==> src/rtl/spi_sclk_pkg.sv <==
// Package: shared types for the SPI serial clock generator.
// Assumes a single system clock domain with reference rates given as enables.
package spi_sclk_pkg;

    // Reference source encoding as driven on ref_sel.
    typedef enum logic {
        REF_MAIN = 1'b0,
        REF_SLOW = 1'b1
    } ref_src_e;

    // Level of the raw (pre-polarity) generator output.
    typedef enum logic {
        LVL_IDLE   = 1'b0,
        LVL_ACTIVE = 1'b1
    } raw_lvl_e;

endpackage

==> src/rtl/spi_ref_mux.sv <==
// Module: spi_ref_mux
// Chooses which reference enable decrements the divider. A zero preload
// forces the main reference and ignores the select bit.
// Assumes both tick inputs are single-cycle pulses in the system clock domain.
module spi_ref_mux
    import spi_sclk_pkg::*;
#(
    parameter int PRELOAD_W = 6
) (
    input  logic                 main_tick,
    input  logic                 slow_tick,
    input  logic                 ref_sel,
    input  logic [PRELOAD_W-1:0] div_preload,
    output logic                 sel_tick
);

    logic     preload_zero;
    ref_src_e src_eff;

    // Detect the zero preload that overrides the source select.
    always_comb preload_zero = (div_preload == '0);

    // Effective source after the zero-preload override.
    always_comb src_eff = preload_zero ? REF_MAIN : ref_src_e'(ref_sel);

    // Route the chosen enable to the divider.
    always_comb begin
        unique case (src_eff)
            REF_MAIN: sel_tick = main_tick;
            REF_SLOW: sel_tick = slow_tick;
            default:  sel_tick = main_tick;
        endcase
    end

endmodule

==> src/rtl/spi_div_counter.sv <==
// Module: spi_div_counter
// Reloadable down counter. While idle it is held at the preload value.
// While running, each tick counts it down, and the tick that finds it at
// one or zero flags an underflow and reloads it.
// Assumes the preload is stable during a transfer.
module spi_div_counter #(
    parameter int PRELOAD_W = 6
) (
    input  logic                 clk,
    input  logic                 rst_n,
    input  logic                 run,
    input  logic                 tick,
    input  logic [PRELOAD_W-1:0] div_preload,
    output logic                 underflow
);

    localparam logic [PRELOAD_W-1:0] CNT_ONE = PRELOAD_W'(1);

    logic [PRELOAD_W-1:0] cnt_q;
    logic                 last_step;

    // The current count is the final one of the half period.
    always_comb last_step = (cnt_q <= CNT_ONE);

    // Underflow occurs on a tick at the final count while running.
    always_comb underflow = run && tick && last_step;

    // Count state: preload while idle, decrement or reload while running.
    always_ff @(posedge clk) begin
        if (!rst_n) begin
            cnt_q <= '0;
        end else if (!run) begin
            cnt_q <= div_preload;
        end else if (tick) begin
            cnt_q <= last_step ? div_preload : cnt_q - CNT_ONE;
        end
    end

endmodule

==> src/rtl/spi_edge_gen.sv <==
// Module: spi_edge_gen
// Toggles the raw clock level on each underflow. It forces the level back to
// idle whenever the transfer stops, raises the lead/trail strobes together
// with the level they produce, and applies the polarity inversion.
// Assumes the underflow input is already qualified by run.
module spi_edge_gen
    import spi_sclk_pkg::*;
(
    input  logic clk,
    input  logic rst_n,
    input  logic run,
    input  logic underflow,
    input  logic clk_pol,
    output logic sclk,
    output logic lead_stb,
    output logic trail_stb
);

    raw_lvl_e lvl_q;
    raw_lvl_e lvl_nxt;
    logic     lead_q;
    logic     trail_q;

    // Next raw level: idle when stopped, flipped on underflow.
    always_comb begin
        if (!run) begin
            lvl_nxt = LVL_IDLE;
        end else if (underflow) begin
            lvl_nxt = (lvl_q == LVL_IDLE) ? LVL_ACTIVE : LVL_IDLE;
        end else begin
            lvl_nxt = lvl_q;
        end
    end

    // Level and strobe registers, the strobes aligned with the new level.
    always_ff @(posedge clk) begin
        if (!rst_n) begin
            lvl_q   <= LVL_IDLE;
            lead_q  <= 1'b0;
            trail_q <= 1'b0;
        end else begin
            lvl_q   <= lvl_nxt;
            lead_q  <= run && underflow && (lvl_q == LVL_IDLE);
            trail_q <= run && underflow && (lvl_q == LVL_ACTIVE);
        end
    end

    // Polarity: the idle level of the pin equals clk_pol.
    always_comb sclk = (lvl_q == LVL_ACTIVE) ^ clk_pol;

    // Strobe outputs.
    always_comb lead_stb  = lead_q;
    always_comb trail_stb = trail_q;

endmodule

==> src/rtl/spi_sclk_gen.sv <==
// Module: spi_sclk_gen (top)
// SPI serial clock generator: reference mux, reloadable divider and edge
// generator in series. Half period = preload selected ticks (one main tick
// for a zero preload). The clock is gated to its idle level outside transfers.
// Assumes register decoding and the reference sources are external.
module spi_sclk_gen #(
    parameter int PRELOAD_W = 6
) (
    input  logic                 clk,
    input  logic                 rst_n,
    input  logic                 main_tick,
    input  logic                 slow_tick,
    input  logic                 ref_sel,
    input  logic [PRELOAD_W-1:0] div_preload,
    input  logic                 clk_pol,
    input  logic                 xfer_active,
    output logic                 sclk,
    output logic                 lead_stb,
    output logic                 trail_stb
);

    logic sel_tick;
    logic underflow;

    // Reference selection.
    spi_ref_mux #(.PRELOAD_W(PRELOAD_W)) i_ref_mux (
        .main_tick   (main_tick),
        .slow_tick   (slow_tick),
        .ref_sel     (ref_sel),
        .div_preload (div_preload),
        .sel_tick    (sel_tick)
    );

    // Divider.
    spi_div_counter #(.PRELOAD_W(PRELOAD_W)) i_div (
        .clk         (clk),
        .rst_n       (rst_n),
        .run         (xfer_active),
        .tick        (sel_tick),
        .div_preload (div_preload),
        .underflow   (underflow)
    );

    // Output level and strobes.
    spi_edge_gen i_edge (
        .clk       (clk),
        .rst_n     (rst_n),
        .run       (xfer_active),
        .underflow (underflow),
        .clk_pol   (clk_pol),
        .sclk      (sclk),
        .lead_stb  (lead_stb),
        .trail_stb (trail_stb)
    );

endmodule

==> config.mk <==
export PLATFORM = sky130hd
export DESIGN_NAME = spi_sclk_gen
export DESIGN_NICKNAME = d
export VERILOG_FILES = /design/src/rtl/spi_sclk_pkg.sv /design/src/rtl/spi_ref_mux.sv /design/src/rtl/spi_div_counter.sv /design/src/rtl/spi_edge_gen.sv /design/src/rtl/spi_sclk_gen.sv
export SDC_FILE = /design/constraint.sdc
export NUM_CORES = 1
export LEC_CHECK = 0
export BUFFER_PORTS_ARGS = -buffer_cell sky130_fd_sc_hd__buf_4
export CAP_MARGIN = 20
export CORE_MARGIN = 5
export CORE_UTILIZATION = 33
export CTS_BUF_LIST = sky130_fd_sc_hd__clkbuf_16
export DETAILED_ROUTE_END_ITERATION = 8
export GPL_ROUTABILITY_DRIVEN = 0
export GPL_TIMING_DRIVEN = 0
export PLACE_DENSITY_LB_ADDON = 0.3
export SLEW_MARGIN = 20
export SYNTH_ARGS = -nofsm -noshare
export SYNTH_HDL_FRONTEND = slang
export SYNTH_SLANG_ARGS = --single-unit
==> constraint.sdc <==
create_clock -name clk -period 2.32 [get_ports clk]
set_clock_uncertainty 0.1 [all_clocks]
set_input_delay 0 -clock clk [delete_from_list [all_inputs] [get_ports clk]]
set_output_delay 0 -clock clk [all_outputs]
set_load 0.01 [all_outputs]
---- Word level (Yosys, flattened, before mapping) ----
Cells that the tools add are included.
storage, ports and cells
  word-level logic and storage cells ...... 23
  input port bits ......................... 13
  register bits after elaboration ......... 9
cells by class
  $add $sub $neg .......................... 1
  reductions and logical operators ........ 7
  bitwise operators ....................... 3
  multiplexer cells ....................... 6
  eq/ne operators ......................... 1
  $lt $le $gt $ge ......................... 1
operators with widths
  operator             number
  $mux 6               3
  $le 6x1->1 const B   1
  $logic_not 6->1      1
  $sub 6x1->6 const B  1
  $logic_and 1x1->1    5
  $mux 1               2
  $ne 2x1->1 const B   1
  $not 1->1            2
  $pmux 1 s2           1
  $reduce_and 2->1     1
  $xor 1x1->1          1

---- Logic depth before layout (Yosys ltp) ----
Gate-level depths: netlist (run 1).
  depth after elaboration ................. 8
  mapped depth ............................ 6

---- By module ----
Synthesis (run 1) repeated with hierarchy kept, for this count alone.
unflattened totals
  cells, all modules ...................... 71
  area, all modules ....................... 603.1 sq um
modules (own cells, without submodules)
  module           cells an instance  times used  area each (sq um)
  spi_div_counter  58                 1           471.7
  spi_edge_gen     10                 1           100.1
  spi_ref_mux      3                  1           31.3

---- Least setup slack after synthesis (run 1) ----
Ideal clock, no wire load.
  path type ............................... reg2reg
  from .................................... register i_div.cnt_q[3]
  to ...................................... register i_div.cnt_q[1]
  cell stages (with the launch flop) ...... 6
  required time ........................... 2.100 ns
  arrival ................................. 1.493 ns
  setup slack ............................. 0.608 ns
  setup time .............................. 0.120 ns
  path buffers ............................ 1
  path through ............................ dfxtp_1 -> or3_1 -> buf_2 -> o31ai_1 -> nor2_1 -> o31a_1
between the ends
  cells in the longest elaborated chain, start to end .. 4
ends and longest elaborated chain
  element                 RTL line               RTL
  from (decl)             spi_div_counter.sv:19  logic [PRELOAD_W-1:0] cnt_q;
  from (signal assigned)  spi_div_counter.sv:33  cnt_q <= div_preload;
  from (signal assigned)  spi_div_counter.sv:35  cnt_q <= last_step ? div_preload : cnt_q - CNT_ONE;
  $le 6x1->1              spi_div_counter.sv:23  always_comb last_step = (cnt_q <= CNT_ONE);
  $mux 6                  spi_div_counter.sv:35
  $mux 6                  spi_div_counter.sv:34  end else if (tick) begin
  $mux 6                  spi_div_counter.sv:32  end else if (!run) begin
No other way between the ends. The select of a mux whose other input is x is not followed.
A chain may end at the register's enable or synchronous reset.

---- Final worst setup path (run 1) ----
  from .................................... register i_div.cnt_q[0]
  to ...................................... register i_div.cnt_q[4]
between the ends
  cells in the longest elaborated chain, start to end .. 4
ends and longest elaborated chain
  element                                    RTL line
  $sub 6x1->6 or $le 6x1->1 (tied branches)  spi_div_counter.sv:35, spi_div_counter.sv:23
  $mux 6 (*)                                 spi_div_counter.sv:35
  $mux 6 (*)                                 spi_div_counter.sv:34
  $mux 6 (*)                                 spi_div_counter.sv:32
Every way passes the cells marked *; elsewhere a longest branch is shown, timed or not. The select of a mux whose other input is x is not followed.

==> summary by stage, run 1 <==
Status
The run finished with clean final reports.

Detailed routing
The final wirelength is about 1900 microns. The iteration count of the initial detailed-routing pass is 4. The number of routed nets with antenna violations is 0.

After detailed routing, the average wire length per cell comes to 14.64 microns. The first routing iteration left 18 violations. In the routed design, unresolved DRC markers number 0. The final route contains about 700 vias. Using the TritonRoute via totals, the vias-per-cell ratio works out to 5.461.

Cells and area
The final layout net count is about 120. Counting the fill cells in the layout gives between 200 and 250. Compared with the post-synthesis result, the final layout area differs by 31.83%. The number of antenna diodes in the final layout is 0. Of the cells placed in the final design, the portion with a size suffix greater than 1 is 0.2800. The summed area of non-filler cells in the final layout is between 900 and 1000 sq um.

STA
After routing, the total negative slack on setup checks comes to 0 ns. The number of pins exceeding their max-slew limit in the final report came to 0. The top achievable clock speed is roughly 500 MHz. Setup slack closes at roughly 0.33 ns.

The final number of hold-violating endpoints came to 0. The shortest period the worst path allows is 1.994 ns. At the pin with the least slew margin, the transition time is 0.4923 ns. The period utilization is 0.8593. Setup violations remaining at the end of the flow were counted as 0.

Setup repair after global routing left no endpoint under its margin. The relative max-transition margin is 0.6690.

Critical path
In this run the critical register-to-register path is launched from i_div.cnt_q[0]. The cell type of the slowest stage on the worst timing path is sky130_fd_sc_hd__dfxtp_1. The startpoint type of the worst setup path is a flip-flop. The endpoint identified for the worst register-to-register timing path is i_div.cnt_q[4]. The setup check on the worst reg-to-reg path leaves a slack of 0.33 ns.

Data on the critical path is required at its endpoint by between 2 and 2.5 ns. Along the worst path, the maximum fanout reaches 6. The element type at the critical path end is a flip-flop.

Traced cell by cell, the critical path runs through inv_1, ha_1, nor2_1, o31a_1, mux2i_1, o32ai_1. The logic depth of the worst register-to-register path is 6. In this design, the stage delay of the slowest critical-path cell is ~0.37 ns. At the worst endpoint, the arrival time is between 2 and 2.5 ns. The critical path is of the reg -> reg type.

Floorplan
The horizontal die dimension is 56.69 microns. The die covers between 3000 and 4000 sq um. The number of standard-cell rows in the floorplan is 17. The I/O pin count is 16. The area of the core region is ~2100 sq um.

The die is 56.69 microns tall. For this configuration, the core starts out at a cell density of 0.3349.

Placed design
The detailed placement HPWL is roughly 1400 microns. The total cell area at the placement stage is between 800 and 900 sq um. The port buffer count is 14. The worst setup slack after placement is 0.3996 ns.

Power
IR analysis of the VDD net gives a maximum drop of about 0.36 mV. In this run the static leakage power is around 0.39 nW. The ratio of total power to cell area is between 700 and 800 nW/um^2.

Summing internal, switching and leakage power gives approximately 0.74 mW.

GRT
The number of antenna violations at the first check in global routing is 0. The wire length of the first global-routing pass is 2953 microns. Across every metal layer, demand over resource in global routing totals 0.1163. Global routing finished with a remaining overflow of 0. The number of global-route vias before repair came to roughly 650. Entering global routing, the biggest net connects 11 pins.

Synthesis
The synthesized instance count is 81. After synthesis the netlist holds a flip-flop and latch count of 9. Of the post-synthesis cell area, the dominant cell type holds 0.2504. After synthesis, the share of flip-flops with an asynchronous set or reset is 0.

The dominant register cell in the synthesized netlist is sky130_fd_sc_hd__dfxtp_1. The mapped cell area is 719.4 sq um. The sequential area share after synthesis is 0.2504. The average instance in the mapped netlist occupies slightly below 9 sq um. The total nets after synthesis is 96. Ranked by total cell area, the synthesized netlist is headed by sky130_fd_sc_hd__dfxtp_1 (25%), sky130_fd_sc_hd__mux2i_1 (4.2%), sky130_fd_sc_hd__a211oi_1 (4.2%). The cell taking the most area after synthesis is sky130_fd_sc_hd__dfxtp_1.

The number of enable flip-flop cells after synthesis is 0. The number of warnings reported in the yosys synthesis log is 0. The synthesized netlist contains 42 unique library cells.

Worst hold path
The path with the worst hold slack has its endpoint at i_div.cnt_q[1]. The number of cells on the worst hold path is 3. In this run the most critical hold path is launched from div_preload[1]. The class of the most critical hold timing path is in -> reg.

Clock tree
At the later pin of the worst-skew pair, clock insertion delay measures about 0.24 ns. The clock-pin slew of the registers on the worst-case setup and hold paths is ~0.04 ns. The clock passes through at most 2 buffers.

TritonCTS built the clock tree. The number of gates resized after CTS is 0. In this run the number of H-tree levels came out at 1. The number of buffers added by the clock tree synthesis step is 3. Counting every sink on the clock net gives 9. The library cell used as clock root buffer is sky130_fd_sc_hd__clkbuf_16.

Job
Across the run, the number of max-cap violations was 0.
placed cells by master, fill, tap and decap left out, types with 2 or more instances in the layout:
master / instances
sky130_fd_sc_hd__or2_2: 2
sky130_fd_sc_hd__buf_4: 14
sky130_fd_sc_hd__nor2_1: 7
sky130_fd_sc_hd__a211oi_1: 4
sky130_fd_sc_hd__o21ai_0: 2
sky130_fd_sc_hd__nand2_1: 8
sky130_fd_sc_hd__o31a_1: 2
sky130_fd_sc_hd__o32ai_1: 3
sky130_fd_sc_hd__ha_1: 2
sky130_fd_sc_hd__mux2i_1: 3
sky130_fd_sc_hd__clkbuf_16: 3
sky130_fd_sc_hd__or3_1: 3
sky130_fd_sc_hd__dfxtp_1: 9
sky130_fd_sc_hd__inv_1: 7
where the power goes:
group	internal (mW)	switching, mW	total (mW)
Clock	0.226	0.0828	0.309
Sequential	0.176	0.0245	0.201
Combinational	0.110	0.124	0.234
Total	0.512	0.231	0.743
per-stage QoR:
| step | hold WS (ns) | util | std cells |
|---|---|---|---|
| 6_report | 0.03461 | 0.4415 | 128 |
| 5_1_grt | 0.05676 | 0.4415 | 128 |
| 4_1_cts | 0.03966 | 0.4415 | 128 |
| 3_5_place_dp | 0.1679 | 0.4001 | 123 |
| 3_3_place_gp | 0.1663 | 0.4001 | 123 |
| 2_1_floorplan | -0.02399 | - | 81 |
cells in the mapped netlist, drive strengths merged (2+ instances only):
| cell type | number |
|---|---|
| dfxtp | 9 |
| nand2 | 8 |
| nor2 | 7 |
| inv | 6 |
| a211oi | 4 |
| mux2i | 4 |
| o32ai | 4 |
| buf | 3 |
| or2 | 3 |
| or3 | 3 |
| ha | 2 |
| nor3b | 2 |
| o21ai | 2 |
| o31a | 2 |
worst max-delay path, delay by kind of cell, from the launching register on:
kind / cells / cell delay, ns
AND/OR/NAND/NOR: 1 / 0.36
multiplexers: 1 / 0.12
buffers and inverters: 1 / 0.08
AO/OA/AOI/OAI: 2 / 0.61
adder cells (fa/ha/maj): 1 / 0.26
flip-flops: 1 / 0.37
how the worst max path moves through the flow:
stage | slack, ns | cells past startpoint | to | startpoint
floorplan | 0.61 | 5 | i_div.cnt_q[1] | i_div.cnt_q[3]
finish | 0.33 | 6 | i_div.cnt_q[4] | i_div.cnt_q[0]
global route | 0.19 | 6 | i_div.cnt_q[4] | i_div.cnt_q[0]
CTS | 0.33 | 6 | i_div.cnt_q[4] | i_div.cnt_q[0]
detailed placement | 0.40 | 6 | i_div.cnt_q[4] | i_div.cnt_q[0]
global placement | 0.46 | 6 | i_div.cnt_q[0] | i_div.cnt_q[0]
cell type report:
cell class / count / area, sq um / share of cell area
buffer: 4 / 23.77 / 0.02507
clock buffer: 3 / 75.07 / 0.07916
clock inverter: 1 / 3.754 / 0.003958
inverter: 6 / 22.52 / 0.02375
multi-input combinational: 62 / 493.0 / 0.5198
sequential: 9 / 180.2 / 0.1900
tap: 28 / 35.03 / 0.03694
timing repair buffer: 15 / 115.1 / 0.1214
metal layers:
metal	track usage	wire, microns	vias up
met1	0.1477	825	317
met3	0.03678	144	7
li1	-	-	344
met2	0.1832	863	31
met4	0.04068	41	0
met5	0	0	-
sequential cells by signal, summed over array words and instances, names as in the netlist:
| name | cells |
|---|---|
| i_edge.lvl_q | 1 |
| i_edge.trail_stb | 1 |
| i_edge.lead_stb | 1 |
| i_div.cnt_q | 6 |
what timing repair did:
item | in CTS | in global routing
hold buffers | 1 | 0
hold endpoints to repair | 1 | 0
buffers inserted | 0 | 0
kinds of logic (layout without fill, tap and decap cells):
kind of cell | Yosys count | after routing | share of synthesized area
buffers and inverters | 10 | 29 | 0.06433
xor gates and xnor gates | 1 | 1 | 0.01218
and+or+nand+nor | 33 | 33 | 0.2818
muxes | 5 | 5 | 0.07652
adders and majority gates | 2 | 2 | 0.03478
AOI/OAI and AO/OA | 21 | 21 | 0.2801
DFF | 9 | 9 | 0.2504
(Power assumes the default switching activity.)
==> run 2: changes to the inputs <==
--- a/config.mk
+++ b/config.mk
@@ -8,7 +8,7 @@
 export BUFFER_PORTS_ARGS = -buffer_cell sky130_fd_sc_hd__buf_4
 export CAP_MARGIN = 20
 export CORE_MARGIN = 5
-export CORE_UTILIZATION = 33
+export CORE_UTILIZATION = 51
 export CTS_BUF_LIST = sky130_fd_sc_hd__clkbuf_16
 export DETAILED_ROUTE_END_ITERATION = 8
 export GPL_ROUTABILITY_DRIVEN = 0
==> summary by stage, run 2 (synthesis gave the netlist of run 1 again) <==
Status
The flow ran to the end, and the final reports show no timing, DRC or antenna violations.

Critical path
The worst setup path is launched from a primary input. Walking the worst path, the cells encountered are dlygate4sd3_1, buf_4, or2_2, a41o_1, or2_1, buf_6, o31a_1. The worst setup path category is in -> reg. The cell type of the slowest stage on the worst timing path is sky130_fd_sc_hd__dlygate4sd3_1.

The total buffers and inverters traversed by the critical path is 3 (+2). The worst setup path is captured at a flip-flop. The biggest cell delay along the critical path is 0.54 ns (+0.17 ns).

The maximum fanout along the worst path is 6 (unchanged). The arrival time reported for the critical path endpoint came to 1.97 ns (-0.05 ns). On the critical path the largest part of the delay comes from buffers and inverters. The data required time at the worst endpoint is 2.34 ns (about the same).

Cells and area
The register bank with the most flops is i_div.cnt_q. The leading cell type in the layout, fill and taps excluded is sky130_fd_sc_hd__buf_4. The final layout net count is 116 (unchanged). The flip-flop count of the largest register after layout is 6 (unchanged). The total of fill cells in the finished design is 96 (-55%). Leaving out fill and tap cells, the most frequent cells in the layout are sky130_fd_sc_hd__buf_4 (14), sky130_fd_sc_hd__dfxtp_1 (9), sky130_fd_sc_hd__nand2_1 (8). The number of antenna diodes is 0 (unchanged).

Relative to the synthesized area, the layout overhead comes to 29.57%. The proportion of layout cells with a drive suffix above 1 is 0.2800 (unchanged).

Clock tree
The number of hold-repair buffers added at the cts stage is 1 (unchanged). The TritonCTS clock tree is built. The buffers inserted during post-CTS setup optimization is 0 (unchanged). The clock insertion delay at the later pin of the skew report is 0.23 ns (about the same).

The maximum buffer depth of the clock tree is 2 (unchanged). The number of gates resized after CTS is 0 (unchanged). The number of buffers added by the clock tree synthesis step is 3 (unchanged).

The clock-pin slew of the registers on the worst-case setup and hold paths is 0.04 ns (about the same). The clock net sink count is 9 (unchanged). The tree is rooted in a sky130_fd_sc_hd__clkbuf_16. The total number of H-tree levels is 1 (unchanged).

GRT
The final global-route overflow total is 0 (unchanged). The wire length of the first global-routing pass is 3146 microns (+6.5%). The number of global-route vias before repair came to 719 (+11%). The overall global routing resource usage is 0.1966 (+0.08030). The largest net degree at the start of global routing is 11 (unchanged). The number of antenna violations at the first check in global routing is 0 (unchanged).

Detailed routing
The detailed router used layers up to and including met4. The detailed router's first-iteration violation count is 11 (-7). The amount of wire on met3 after detailed routing was 77 microns (-47%). The post-detailed-route wirelength per cell was 15.50 microns (+5.8%). The overall via count from detail_route is 694 (-0.72%). The number of routed nets with antenna violations is 0 (unchanged). The final wirelength is 1782 microns (-4.9%). The iteration count of the initial detailed-routing pass is 4 (unchanged). The average via count per standard cell came to 6.035 (+11%). The DRC violation count after routing is 0 (unchanged). The total routed wire length on the met1 layer is 773 microns (-6.3%).

The detailed route wirelength on metal2 is 909 microns (+5.3%).

Worst hold path
The min-delay analysis places its worst path in the category in -> reg.

STA
The period utilization is 0.8428 (-0.01648). The final sum of negative setup slack is 0 ns (unchanged). The shortest period the worst path allows is 1.955 ns (-0.03823 ns). The worst hold slack was 0.02795 ns (-0.006665 ns). The final number of hold-violating endpoints is 0 (unchanged). The number of pins exceeding their max-slew limit in the final report is 0 (unchanged). The top achievable clock speed was 511.4 MHz (+2.0%). Setup repair after global routing left no endpoint under its margin.

The transition time at the pin with the least slew margin was 0.4270 ns (-0.06533 ns). The relative max-transition margin is 0.7129 (+0.04393). The final count of negative-setup-slack endpoints is 0 (unchanged).

Placed design
The port buffer count is 14 (unchanged). The detailed placement HPWL is 1354 microns (-0.95%).

Floorplan
The height of the die is 47.56 microns (-16%). The I/O pin count is 16 (unchanged). The horizontal die dimension is 47.56 microns (-16%). The number of standard-cell rows in the floorplan was 13 (-4). The die outline area is 2262 sq um (-30%). The area of the core region came to 1318 sq um (-39%). The effective utilization at floorplan was 0.5461 (+0.2112).

Power
The ratio of total power to cell area came to 783.5 nW/um^2 (about the same). The worst vdd rail ir drop is 0.5781 mV (+61%). The static leakage power was 0.3872 nW (unchanged). The total power draw is 0.7303 mW (-1.7%).

Job
The number of maximum-capacitance constraint violations came to 0 (unchanged).
-- run 2: cell counts in the layout (fill, tap and decap cells not counted) --
No cell type changed its count.
-- run 2: worst reg2reg max path: cells and delay by family, from the launching register on --
kind | cells | cell delay (ns)
buffers and inverters | 1 | 0.07
adders and majority gates | 1 | 0.24
DFF | 1 | 0.37
muxes | 1 | 0.12
and+or+nand+nor | 1 | 0.32
AOI/OAI and AO/OA | 2 | 0.58
-- run 2: worst paths after layout --
path                                startpoint             end  slack, ns  cells after the start
worst min register to register  i_div.cnt_q[5]  i_div.cnt_q[5]       0.36                      2
worst max register to register  i_div.cnt_q[0]  i_div.cnt_q[3]       0.43                      6
worst min-delay path            div_preload[1]  i_div.cnt_q[1]       0.03                      3
worst max-delay path            div_preload[0]  i_div.cnt_q[1]       0.36                      7
-- run 2: metrics by stage --
step	util	worst slack (ns)	instance area, sq um	cells
finish	0.7075	0.3646	932.1	115
global route	0.7075	0.2615	932.1	115
CTS	0.7075	0.3690	932.1	115
detailed placement	0.6401	0.4330	843.3	110
global placement	0.6401	0.4775	843.3	110
floorplan	-	0.6076	719.4	81
-- run 2: per-layer routing --
metal | up-vias | track usage
met2 | 17 | 0.3075
met4 | 0 | 0.06452
li1 | 345 | -
met3 | 4 | 0.06391
met1 | 328 | 0.2556
met5 | - | 0
-- run 2: where the power goes --
part	leakage, nW	switching (mW)	internal [mW]
combinational	0.271	0.122	0.109
sequential	0.0740	0.0241	0.176
clock	0.0423	0.0736	0.225
-- run 2: area by class of cell --
type	count	area, sq um	area share
Multi-Input combinational cell	62	493.0	0.5289
Sequential cell	9	180.2	0.1933
Timing Repair Buffer	15	115.1	0.1235
Clock buffer	3	75.07	0.08054
Buffer	4	23.77	0.02550
Inverter	6	22.52	0.02416
Tap cell	15	18.77	0.02013
Clock inverter	1	3.754	0.004027
==> run 3: changes to the inputs <==
--- a/config.mk
+++ b/config.mk
@@ -8,7 +8,7 @@
 export BUFFER_PORTS_ARGS = -buffer_cell sky130_fd_sc_hd__buf_4
 export CAP_MARGIN = 20
 export CORE_MARGIN = 5
-export CORE_UTILIZATION = 51
+export CORE_UTILIZATION = 46
 export CTS_BUF_LIST = sky130_fd_sc_hd__clkbuf_16
 export DETAILED_ROUTE_END_ITERATION = 8
 export GPL_ROUTABILITY_DRIVEN = 0
==> constraint.sdc (replaced) <==
create_clock -name clk -period 1.7 [get_ports clk]
set_clock_uncertainty 0.1 [all_clocks]
set_input_delay 0 -clock clk [delete_from_list [all_inputs] [get_ports clk]]
set_output_delay 0 -clock clk [all_outputs]
set_load 0.01 [all_outputs]
==> summary by stage, run 3 (synthesis gave the netlist of run 1 again) <==
Detailed routing
The average via count per standard cell came to 6.233 (+3.3%). The top metal layer carrying routed signals is met4. The iteration count of the initial detailed-routing pass is 4 (unchanged). The total routed wire length on the met1 layer is 865 microns (+12%).

The DRC violation count after routing is 0 (unchanged). The final wirelength is 2167 microns (+22%). The detailed router's first-iteration violation count was 39 (+28). The detailed route wirelength on metal2 is 1066 microns (+17%). The post-detailed-route wirelength per cell came to 18.06 microns (+17%). The number of routed nets with antenna violations is 0 (unchanged). The amount of wire on met3 after detailed routing was 186 microns (+140%). The overall via count from detail_route is 748 (+7.8%).

Floorplan
The area of the core region came to 1489 sq um (+13%). The number of standard-cell rows in the floorplan is 14 (+1). The I/O pin count is 16 (unchanged). The height of the die came to 49.55 microns (+4.2%). The die outline area was 2455 sq um (+8.5%).

The horizontal die dimension was 49.55 microns (+4.2%). The effective utilization at floorplan is 0.4832 (-0.06287).

STA
The transition time at the pin with the least slew margin is 0.4462 ns (+0.01930 ns). The final sum of negative setup slack is -0.1196 ns (-0.1196 ns). The relative max-transition margin is 0.7025 (-0.01043). The final count of negative-setup-slack endpoints is 5 (+5).

Setup repair after global routing could not meet its margin everywhere. The number of pins exceeding their max-slew limit in the final report is 0 (unchanged). The worst hold slack is 0.02420 ns (-0.003747 ns). For the finished layout, the period the worst path requires is about 1.7 ns. The final number of hold-violating endpoints is 0 (unchanged). The least setup slack across all paths after layout is -0.04813 ns (-0.4128 ns). The period utilization is 1.028. For this run, the top clock speed supported by timing is 572.0 MHz.

Critical path
The worst setup path category is reg -> reg. The most critical setup path has its endpoint at i_div.cnt_q[3]. The largest individual stage delay along the critical path comes from the cell sky130_fd_sc_hd__o31a_1. The data required time at the worst endpoint is 1.73 ns (-0.61 ns). Walking the worst path, the cells encountered are or3_4, o31a_1, mux2i_1, o32ai_1. The internal reg-to-reg setup slack is -0.05 ns (-0.48 ns).

The worst setup path is launched from a flip-flop. The reg-to-reg endpoint is i_div.cnt_q[3]. The biggest cell delay along the critical path is 0.41 ns (-0.13 ns).

The worst register-to-register path begins at i_div.cnt_q[3]. The element type at the critical path end is a flip-flop. The start point of the critical path is i_div.cnt_q[3]. The logic depth of the worst register-to-register path was 4 (-2).

The maximum fanout along the worst path is 6 (unchanged). The arrival time reported for the critical path endpoint is 1.78 ns (-0.19 ns).

GRT
The number of global-route vias before repair was 732 (+1.8%). The number of antenna violations at the first check in global routing is 0 (unchanged). The largest net degree at the start of global routing was 11 (unchanged).

The overall global routing resource usage came to 0.1814 (-0.01522). The final global-route overflow total is 0 (unchanged). The wire length of the first global-routing pass was 3463 microns (+10%).

Job
The number of maximum-capacitance constraint violations is 0 (unchanged).

Power
The part of the total power dissipated in the clock network is 0.365 (-0.044). The combinational share of power is 0.388 (+0.072). The cell-internal power is 0.7779 mW (+52%).

The switching fraction of total power is 0.3206 (+0.02002). The static leakage power is 0.4185 nW (+8.1%). The total power draw came to 1.145 mW (+57%).

The ratio of total power to cell area is 1092 nW/um^2 (+39%). The sequential share of power is 0.247 (-0.028). The switching power of the nets is 0.3671 mW (+67%). The worst vdd rail ir drop is 0.6899 mV (+19%).

Cells and area
The proportion of layout cells with a drive suffix above 1 came to 0.4519 (+0.1719). Ranked by flip-flop count, first place goes to i_div.cnt_q. The post-route core utilization is 0.7042 (-0.003300).

The number of standard cells in the layout, taps in and fillers out came to 120 (+4.3%). The library cell used most frequently in the layout, excluding fill and tap cells, is sky130_fd_sc_hd__buf_4. The number of antenna diodes is 0 (unchanged). The area growth from synthesis to layout is 45.74%. The final layout net count is 120 (+3.4%). Leaving out fill and tap cells, the most frequent cells in the layout are sky130_fd_sc_hd__buf_4 (18), sky130_fd_sc_hd__nand2_1 (8), sky130_fd_sc_hd__inv_1 (6). The flip-flop count of the largest register after layout is 6 (unchanged).

Worst hold path
The class of the most critical hold timing path is in -> reg.

Clock tree
The tree is rooted in a sky130_fd_sc_hd__clkbuf_16. TritonCTS built the clock tree. The number of buffers added by the clock tree synthesis step is 3 (unchanged). The clock insertion delay at the later pin of the skew report came to 0.24 ns (about the same). The total number of H-tree levels is 1 (unchanged). The clock net sink count is 9 (unchanged). The clock-pin slew of the registers on the worst-case setup and hold paths is 0.04 ns (about the same). The maximum buffer depth of the clock tree is 2 (unchanged).

Placed design
The port buffer count came to 14 (unchanged). The cell count after placement came to 111 (+0.91%). The detailed placement HPWL is 1347 microns (-0.56%).

Status
The run finished, with violations left. The checks that failed: negative setup slack.
## run 3: cell types whose count changed in the layout (fill, tap and decap cells not counted), sizes merged
cell / change
buf: +4
## run 3: layout make-up
type | count | area [sq um]
clock buffers | 3 | 75.07
repair buffers | 20 | 156.4
plain buffers | 3 | 18.77
inverters | 6 | 22.52
fillers | 104 | 440.4
well taps | 16 | 20.02
clock inverters | 1 | 3.754
multi-input cells | 62 | 564.3
flip-flops and latches | 9 | 187.7
## run 3: how the worst min path moves through the flow
| stage | to | cells past startpoint | start |
|---|---|---|---|
| finish | i_div.cnt_q[0] | 3 | div_preload[0] |
| floorplan | sclk | 1 | clk_pol |
| global placement | sclk | 3 | clk_pol |
| global route | i_div.cnt_q[0] | 3 | div_preload[0] |
| CTS | i_div.cnt_q[0] | 3 | div_preload[0] |
| detailed placement | sclk | 3 | clk_pol |
## run 3: critical path: cells and delay by family (launching register included)
| family | cells | cell delay [ns] |
|---|---|---|
| DFF | 1 | 0.34 |
| muxes | 1 | 0.16 |
| AOI/OAI and AO/OA | 2 | 0.65 |
| and+or+nand+nor | 1 | 0.40 |
## run 3: power groups by stage
stage | clock network, mW | logic [mW] | registers, mW
floorplan | 0 | 0.234 | 0.269
global placement | 0 | 0.306 | 0.275
detailed placement | 0 | 0.313 | 0.278
CTS | 0.418 | 0.399 | 0.275
global route | 0.433 | 0.476 | 0.288
finish | 0.418 | 0.444 | 0.283
## run 3: layer usage
metal  global-route usage  up-vias
li1                     -      354
met1               0.2214      345
met2               0.2881       40
met3              0.05120        9
met4              0.08734        0
met5                    0        -
## run 3: timing repair
action                                  4_1_cts  5_1_grt
endpoints found under the hold margin         1        0
pin swaps                                     4        5
gates resized for setup                      13        9
hold buffers                                  1        0
endpoints found under the setup margin        5        6
buffers inserted                              4        1
gates cloned                                  0        0
## run 3: stage by stage
| stage | setup slack (ns) | area [sq um] |
|---|---|---|
| after global routing | -0.1078 | 1049 |
| after CTS | -0.09508 | 1012 |
| final | -0.04813 | 1049 |
| after floorplan | -0.001086 | 724.4 |
| after detailed placement | -0.2508 | 849.6 |
| after global placement | -0.1640 | 849.6 |
